$ cat config.mk
export PLATFORM = sky130hd
export DESIGN_NAME = ilim_window_monitor
export DESIGN_NICKNAME = d
export VERILOG_FILES = /design/src/rtl/ilim_pkg.sv /design/src/rtl/ilim_window_ctrl.sv /design/src/rtl/ilim_event_path.sv /design/src/rtl/ilim_window_monitor.sv
export SDC_FILE = /design/constraint.sdc
export NUM_CORES = 1
export LEC_CHECK = 0
export CORE_AREA = 2 2 43 45
export CTS_CLUSTER_SIZE = 25
export DETAILED_ROUTE_END_ITERATION = 10
export DIE_AREA = 0 0 45 47
export PLACE_DENSITY = 0.85
export SLEW_MARGIN = 5
export SYNTH_ARGS = -nofsm -noshare
export SYNTH_HDL_FRONTEND = slang
export SYNTH_SLANG_ARGS = --single-unit
export TNS_END_PERCENT = 30
$ cat constraint.sdc
create_clock -name clk -period 3.4 [get_ports clk]
set_input_delay 0.68 -clock clk [delete_from_list [all_inputs] [get_ports clk]]
set_output_delay 0.68 -clock clk [all_outputs]
set_load 0.05 [all_outputs]
$ cat src/rtl/ilim_pkg.sv
package ilim_pkg;
  typedef struct packed {
    logic tick;      // enabled switching-cycle boundary
    logic winEnd;    // boundary that closes the current window
    logic flush;     // hold counts, window and pending events at zero
    logic faultClr;  // drop latched faults
  } ilimStrobe_t;

  function automatic int maxOf(input int a, input int b);
    return (a > b) ? a : b;
  endfunction
endpackage

$ cat src/rtl/ilim_window_ctrl.sv
module ilim_window_ctrl
  import ilim_pkg::*;
#(
  parameter int WIN_LEN = 32
) (
  input  logic        clk,
  input  logic        rstN,
  input  logic        cycleEn,
  input  logic        enable,
  input  logic        clrStrobe,
  output ilimStrobe_t stb
);
  localparam int WW = (WIN_LEN > 1) ? $clog2(WIN_LEN) : 1;
  localparam logic [WW-1:0] LAST = WW'(WIN_LEN - 1);

  logic [WW-1:0] winCnt;
  logic          enQ;

  always_comb begin
    stb.tick     = cycleEn & enable;
    stb.flush    = ~enable | clrStrobe;
    stb.winEnd   = stb.tick && (winCnt == LAST);
    stb.faultClr = clrStrobe | (enable & ~enQ);
  end

  always_ff @(posedge clk or negedge rstN) begin
    if (!rstN) begin
      winCnt <= '0;
      enQ    <= 1'b0;
    end else begin
      enQ <= enable;
      if (stb.flush)       winCnt <= '0;
      else if (stb.winEnd) winCnt <= '0;
      else if (stb.tick)   winCnt <= winCnt + 1'b1;
    end
  end
endmodule

$ cat src/rtl/ilim_event_path.sv
module ilim_event_path
  import ilim_pkg::*;
#(
  parameter int PRI_LIMIT = 4,
  parameter int SEC_LIMIT = 8
) (
  input  logic        clk,
  input  logic        rstN,
  input  ilimStrobe_t stb,
  input  logic [1:0]  lim,
  output logic [1:0]  fault
);
  localparam int MAXLIM = maxOf(PRI_LIMIT, SEC_LIMIT);
  localparam int CW     = $clog2(MAXLIM + 1);

  for (genvar s = 0; s < 2; s++) begin : g_side
    localparam int LIM = (s == 0) ? PRI_LIMIT : SEC_LIMIT;
    localparam logic [CW:0] LIMW = (CW+1)'(LIM);

    logic          limQ;
    logic          seen;
    logic          faultQ;
    logic [CW-1:0] cnt;
    logic          edgeNow;
    logic          hit;
    logic [CW:0]   nxt;
    logic          reach;

    always_comb begin
      edgeNow = lim[s] & ~limQ;
      hit     = seen | edgeNow;
      nxt     = {1'b0, cnt} + {{CW{1'b0}}, hit};
      reach   = (nxt >= LIMW);
    end

    always_ff @(posedge clk or negedge rstN) begin
      if (!rstN) begin
        limQ   <= 1'b0;
        seen   <= 1'b0;
        cnt    <= '0;
        faultQ <= 1'b0;
      end else begin
        limQ <= lim[s];
        if (stb.flush) begin
          seen <= 1'b0;
          cnt  <= '0;
        end else if (stb.tick) begin
          seen <= 1'b0;
          if (stb.winEnd) cnt <= '0;
          else            cnt <= reach ? LIMW[CW-1:0] : nxt[CW-1:0];
        end else if (edgeNow) begin
          seen <= 1'b1;
        end
        if (stb.faultClr)            faultQ <= 1'b0;
        else if (stb.tick && reach)  faultQ <= 1'b1;
      end
    end

    assign fault[s] = faultQ;
  end
endmodule

$ cat src/rtl/ilim_window_monitor.sv
module ilim_window_monitor
  import ilim_pkg::*;
#(
  parameter int WIN_LEN   = 32,
  parameter int PRI_LIMIT = 4,
  parameter int SEC_LIMIT = 8
) (
  input  logic clk,
  input  logic rstN,
  input  logic cycleEn,
  input  logic enable,
  input  logic clrStrobe,
  input  logic limPri,
  input  logic limSec,
  output logic faultPri,
  output logic faultSec
);
  ilimStrobe_t stb;
  logic [1:0]  faultVec;

  ilim_window_ctrl #(.WIN_LEN(WIN_LEN)) u_ctrl (
    .clk(clk), .rstN(rstN), .cycleEn(cycleEn), .enable(enable),
    .clrStrobe(clrStrobe), .stb(stb)
  );

  ilim_event_path #(.PRI_LIMIT(PRI_LIMIT), .SEC_LIMIT(SEC_LIMIT)) u_path (
    .clk(clk), .rstN(rstN), .stb(stb), .lim({limSec, limPri}), .fault(faultVec)
  );

  assign faultPri = faultVec[0];
  assign faultSec = faultVec[1];
endmodule

Word-level counts from Yosys, hierarchy flattened --
Index checks and enable logic that the tools add are counted.
Word-level totals: flip-flop bits (word level) 20, output and inout port bits 2, input port bits 7
Cells by class: add/sub/neg operators 3, muxes and demuxes 21, reduce and logical (&&, ||, !) cells 9, order comparisons 2, bitwise gates (word level) 12, equality and inequality tests 1
Operator list (count):
- 2-to-1 mux 4 bit | 8
- 2-to-1 mux 5 bit | 3
- adder 4 x 1 -> 5 bit | 2
- 2-to-1 mux 1 bit | 10
- nonzero test 3 bit | 3
- nonzero test 2 bit | 3
- adder 5 x 1 -> 5 bit (second input constant) | 1
- == test 5 bit (second input constant) | 1
- >= comparator 5 x 3 -> 1 bit (second input constant) | 1
- >= comparator 5 x 4 -> 1 bit (second input constant) | 1
- AND 1 bit | 4
- NOT 1 bit | 4
- OR 1 bit | 4
- logical AND 1 bit | 3

Depth between registers and ports, before layout --
word-level depth 9, gate-level depth with buffers 8, gate-level depth less buffers 8

Modules after synthesis --
Synthesis repeated with hierarchy kept, for this count alone.
Second synthesis, totals: cells, all modules 99, area, all modules 1029.7 µm²
Modules (own cells, without submodules):
- ilim_event_path | times used 1, area an instance 715.7 µm², cells an instance 67
- ilim_window_ctrl | times used 1, area an instance 314.1 µm², cells an instance 32

Least setup slack after synthesis --
Ideal clock, no wire load.
path kind input to register, from input port limPri, to register u_path.g_side[0].cnt[0], path slack 1.456 ns, buffers on the path 0, stages 6, library setup time 0.067 ns, arrival 1.877 ns, required time 3.333 ns, cells stage by stage a21o_1 -> ha_1 -> ha_1 -> or2_2 -> a21oi_1 -> a32o_1
Between the ends: longest elaborated chain between the ends 8
Ends and longest elaborated chain:
- from (decl) | RTL line ilim_window_monitor.sv:13 | input logic limPri,
- AND 1 bit * | RTL line ilim_event_path.sv:30 | edgeNow = lim[s] & ~limQ;
- OR 1 bit * | RTL line ilim_event_path.sv:31 | hit = seen | edgeNow;
- adder 4 x 1 -> 5 bit * | RTL line ilim_event_path.sv:32 | nxt = {1'b0, cnt} + {{CW{1'b0}}, hit};
- >= comparator 5 x 3 -> 1 bit | RTL line ilim_event_path.sv:33 | reach = (nxt >= LIMW);
- 2-to-1 mux 4 bit * | RTL line ilim_event_path.sv:50 | else cnt <= reach ? LIMW[CW-1:0] : nxt[CW-1:0];
- 2-to-1 mux 4 bit * | RTL line ilim_event_path.sv:49 | if (stb.winEnd) cnt <= '0;
- 2-to-1 mux 4 bit * | RTL line ilim_event_path.sv:47 | end else if (stb.tick) begin
- 2-to-1 mux 4 bit * | RTL line ilim_event_path.sv:44 | if (stb.flush) begin
- to (signal assigned) | RTL line ilim_event_path.sv:50
- to (decl) | RTL line ilim_event_path.sv:23 | logic [CW-1:0] cnt;
Every way passes the cells marked *; elsewhere a longest branch is shown, timed or not. The select of a mux whose other input is x is not followed. A chain may end at the register's enable or synchronous reset.

Final worst setup path --
from input port limSec, to register u_path.g_side[1].cnt[1]
Between the ends: longest elaborated chain between the ends 8
Ends and longest elaborated chain:
- from (decl) | RTL line ilim_window_monitor.sv:14 | input logic limSec,
- AND 1 bit * | RTL line ilim_event_path.sv:30
- OR 1 bit * | RTL line ilim_event_path.sv:31
- adder 4 x 1 -> 5 bit * | RTL line ilim_event_path.sv:32
- >= comparator 5 x 4 -> 1 bit | RTL line ilim_event_path.sv:33
- 2-to-1 mux 4 bit * | RTL line ilim_event_path.sv:50
- 2-to-1 mux 4 bit * | RTL line ilim_event_path.sv:49
- 2-to-1 mux 4 bit * | RTL line ilim_event_path.sv:47
- 2-to-1 mux 4 bit * | RTL line ilim_event_path.sv:44
- to (signal assigned) | RTL line ilim_event_path.sv:50
- to (decl) | RTL line ilim_event_path.sv:23
Marks and branches as above.

==> metrics.md <==
| Metric | Value |
|---|---|
| Buf/Inv on CP | 1 |
| Most frequent cell after synthesis | dfrtp_1 |
| Largest vdd supply drop | 0.210 mV |
| Avg Inst Size Synth | 11.4 um2 |
| Top-area cell type share of the netlist area | 54.4% |
| Startpoint Class | primary input |
| Fin crit share | 67.0% |
| Clk_lat worst skew | 300 ps |
| Clock root buffer | clkbuf_4 |
| H-tree depth | 1 |
| CTS Sinks | 20 |
| Die ar. | 2120 um2 |
| CTS buffer count | 3 |
| Layer with the highest usage | met2 |
| Post-Layout Cell Count | 109 |
| Slowest-stage cell, CP | clkdlybuf4s50_1 |
| Most used cell, CP | ha_1 |
| Critical path fanouts, max | 4 |
| Worst slew margin | 42.1% |
| Largest net degree at the start of global routing | 21 |
| Syn-to-layout area delta | 14.4% |
| Cell area after synthesis | 920 um2 |
| Vias/cell | 6.05 |
| Synth cell types | 29 |
| Final worst path period need | 2280 ps |
| Commonest cells in the netlist | dfrtp_1, ha_1, a21oi_1, a22o_1, nand2_1 |
| 1st-iter DRT viols | 11 |
| Gates resized, CTS repair | 0 |
| Drt pass-1 iters | 6 |
| Commonest register cell after synthesis | dfrtp_1 |
| Element type at the critical path end | flip-flop |
| Overall power | 409 uW |
| Fmax | 439 MHz |
| IO buf count | 8 |
| GR Layer Usage met1 | 22.7% |
| Post-Place Cells | 105 |
| Flops & latches, synth | 20 |
| Number of synthesis warnings | 0 |
| Clk_skew | 1.87 ps |
| CP peak stage delay | 470 ps |
| Layout cells sized above 1 | 10.9% |
| Mapped Nets | 94 |
| Core ar. | 1650 um2 |
| Failing checks | design-rule violations |
| Critical path type | in -> reg |
| Data arrival, critical path | 2480 ps |
| Fin nets | 106 |
| CP cell instances | clkdlybuf4s50_1 > a21o_1 > ha_1 > ha_1 > and4b_1 > a21oi_1 > nor2_2 > a22o_1 |
| GRT Total Usage | 19.5% |
| Family with the most delay on the worst path | compound AO/OA/AOI/OAI gates |
| Leak | 0.000516 uW |
| HPWL Detailed | 1180 um |
| Reg clk slew, reported paths | 110 ps |
| Max Slew Vio Count | 0 |
| Vias after detailed routing | 659 |
| IO Pins | 9 |
| Post-Syn Instances | 81 |
| Dominant cell type by area after synthesis | dfrtp_1 |
| Worst slew pin tran | 865 ps |
| Postcts setup bufs | 0 |
| Sequential area share after synthesis | 54.4% |
| Ys async rst share | 100% |
| Gpl congestion | 0.751 |
| DRT antenna net count | 0 |
| Row count | 15 |
| Die Ht | 47 um |
| CTS Hold Bufs | 0 |
| TritonCTS clock tree | yes |
| ANT cells | 0 |
| Top cells by area, synth | dfrtp_1, ha_1, a22o_1 |
| Post-synth EDFFs | 0 |
| Starting Density | 55.7% |
| Residual DRC count | 2 |
| Min-Delay Path Class | reg -> reg |
| Grt ovf | 0 |
| Max-capacitance violation count | 0 |
| Number of global-route vias before repair | 690 |
| Met2 Use GR | 32.6% |
| Initial antenna violation count | 0 |
| Setup-failing EPs final | 0 |
| Detailed Route WL | 1630 um |
| Global routing met3 resource utilization | 3.46% |
| Wire length per cell | 15.0 um |
| Max clock buf depth | 2 |
| Setup repair after global routing missed its margin | false |
| Die W | 45 um |
| Critical Path RT | 3600 ps |
| Outcome | finished, violations left |
| Pwr dens | 389 nW/um2 |
| Endpoints failing hold | 0 |
| First-pass GRT wire length | 2820 um |
| Fin Setup TNS | 0 ps |
cell type report:
type / instances / area, um2
flip-flops and latches: 20 / 500
multi-input cells: 56 / 399
inverters: 4 / 15.0
repair buffers: 8 / 80.1
clock buffers: 4 / 36.3
fillers: 131 / 599
well taps: 17 / 21.3
per-stage QoR:
stage	cell area, um2	setup WS [ps]	utilization (%)	hold WS [ps]
2_1_floorplan	920	1460	-	384
5_1_grt	1050	1020	63.7	534
3_3_place_gp	1020	854	61.5	465
6_report	1050	1120	63.7	489
3_5_place_dp	1020	784	61.5	469
4_1_cts	1050	1110	63.7	484
sequential cells by signal (all words and copies together), names as in the netlist:
signal,count
u_path.g_side.cnt,8
u_ctrl.enQ,1
u_path.g_side.seen,2
u_ctrl.winCnt,5
u_path.g_side.faultQ,2
u_path.g_side.limQ,2
final timing paths:
kind,startpoint,end,slack (ps),cells after the start
worst max register to register,u_ctrl.winCnt[0],u_path.g_side[1].cnt[1],1490,6
worst min register to register,u_ctrl.winCnt[3],u_ctrl.winCnt[3],490,1
max in group asynchronous,rstN,u_ctrl.winCnt[1],2010,1
min in group asynchronous,rstN,u_path.g_side[1].limQ,860,1
worst max-delay path,limSec,u_path.g_side[1].cnt[1],1120,8
worst min-delay path,u_ctrl.winCnt[3],u_ctrl.winCnt[3],490,1
layout by cell type (no fill, tap or decap), drive strengths merged, types with 2 or more instances in the layout:
cell type      Yosys  final
dfrtp             20     20
clkdlybuf4s50      0      8
ha                 6      6
nand2              5      5
a21oi              5      5
a22o               5      5
nor2               5      5
o21ai              4      4
inv                4      4
clkbuf             0      4
and2               3      3
a31oi              3      3
a21o               2      2
nand3              2      2
a32o               2      2
nand3b             2      2
nand2b             2      2
nor3               2      2
worst reg2reg max path: stages, from the launching register on:
cell	delay, ps
dfrtp_1	430
ha_1	240
and3_1	200
ha_1	260
or3_4	420
nor2_2	150
a22o_1	150
layer usage:
layer / vias to the layer above / wire length [um]
li1: 320 / -
met3: 4 / 37
met5: - / 0
met1: 330 / 729
met2: 5 / 818
met4: 0 / 46
report_power, final:
| part | internal (uW) | leakage, uW | switching (uW) |
|---|---|---|---|
| registers | 241 | 0.000271 | 2.00 |
| clock network | 65.4 | 0.0000210 | 71.6 |
| logic | 12.3 | 0.000223 | 16.3 |
cells by family after synthesis:
logic type,after synthesis,share of synthesized area (%)
AO/OA/AOI/OAI,23,17.1
adder cells (fa/ha/maj),6,8.16
buffers and inverters,5,2.18
flip-flops,20,54.4
AND/OR/NAND/NOR,27,18.1
No activity file was read; power rests on OpenSTA's default activity.
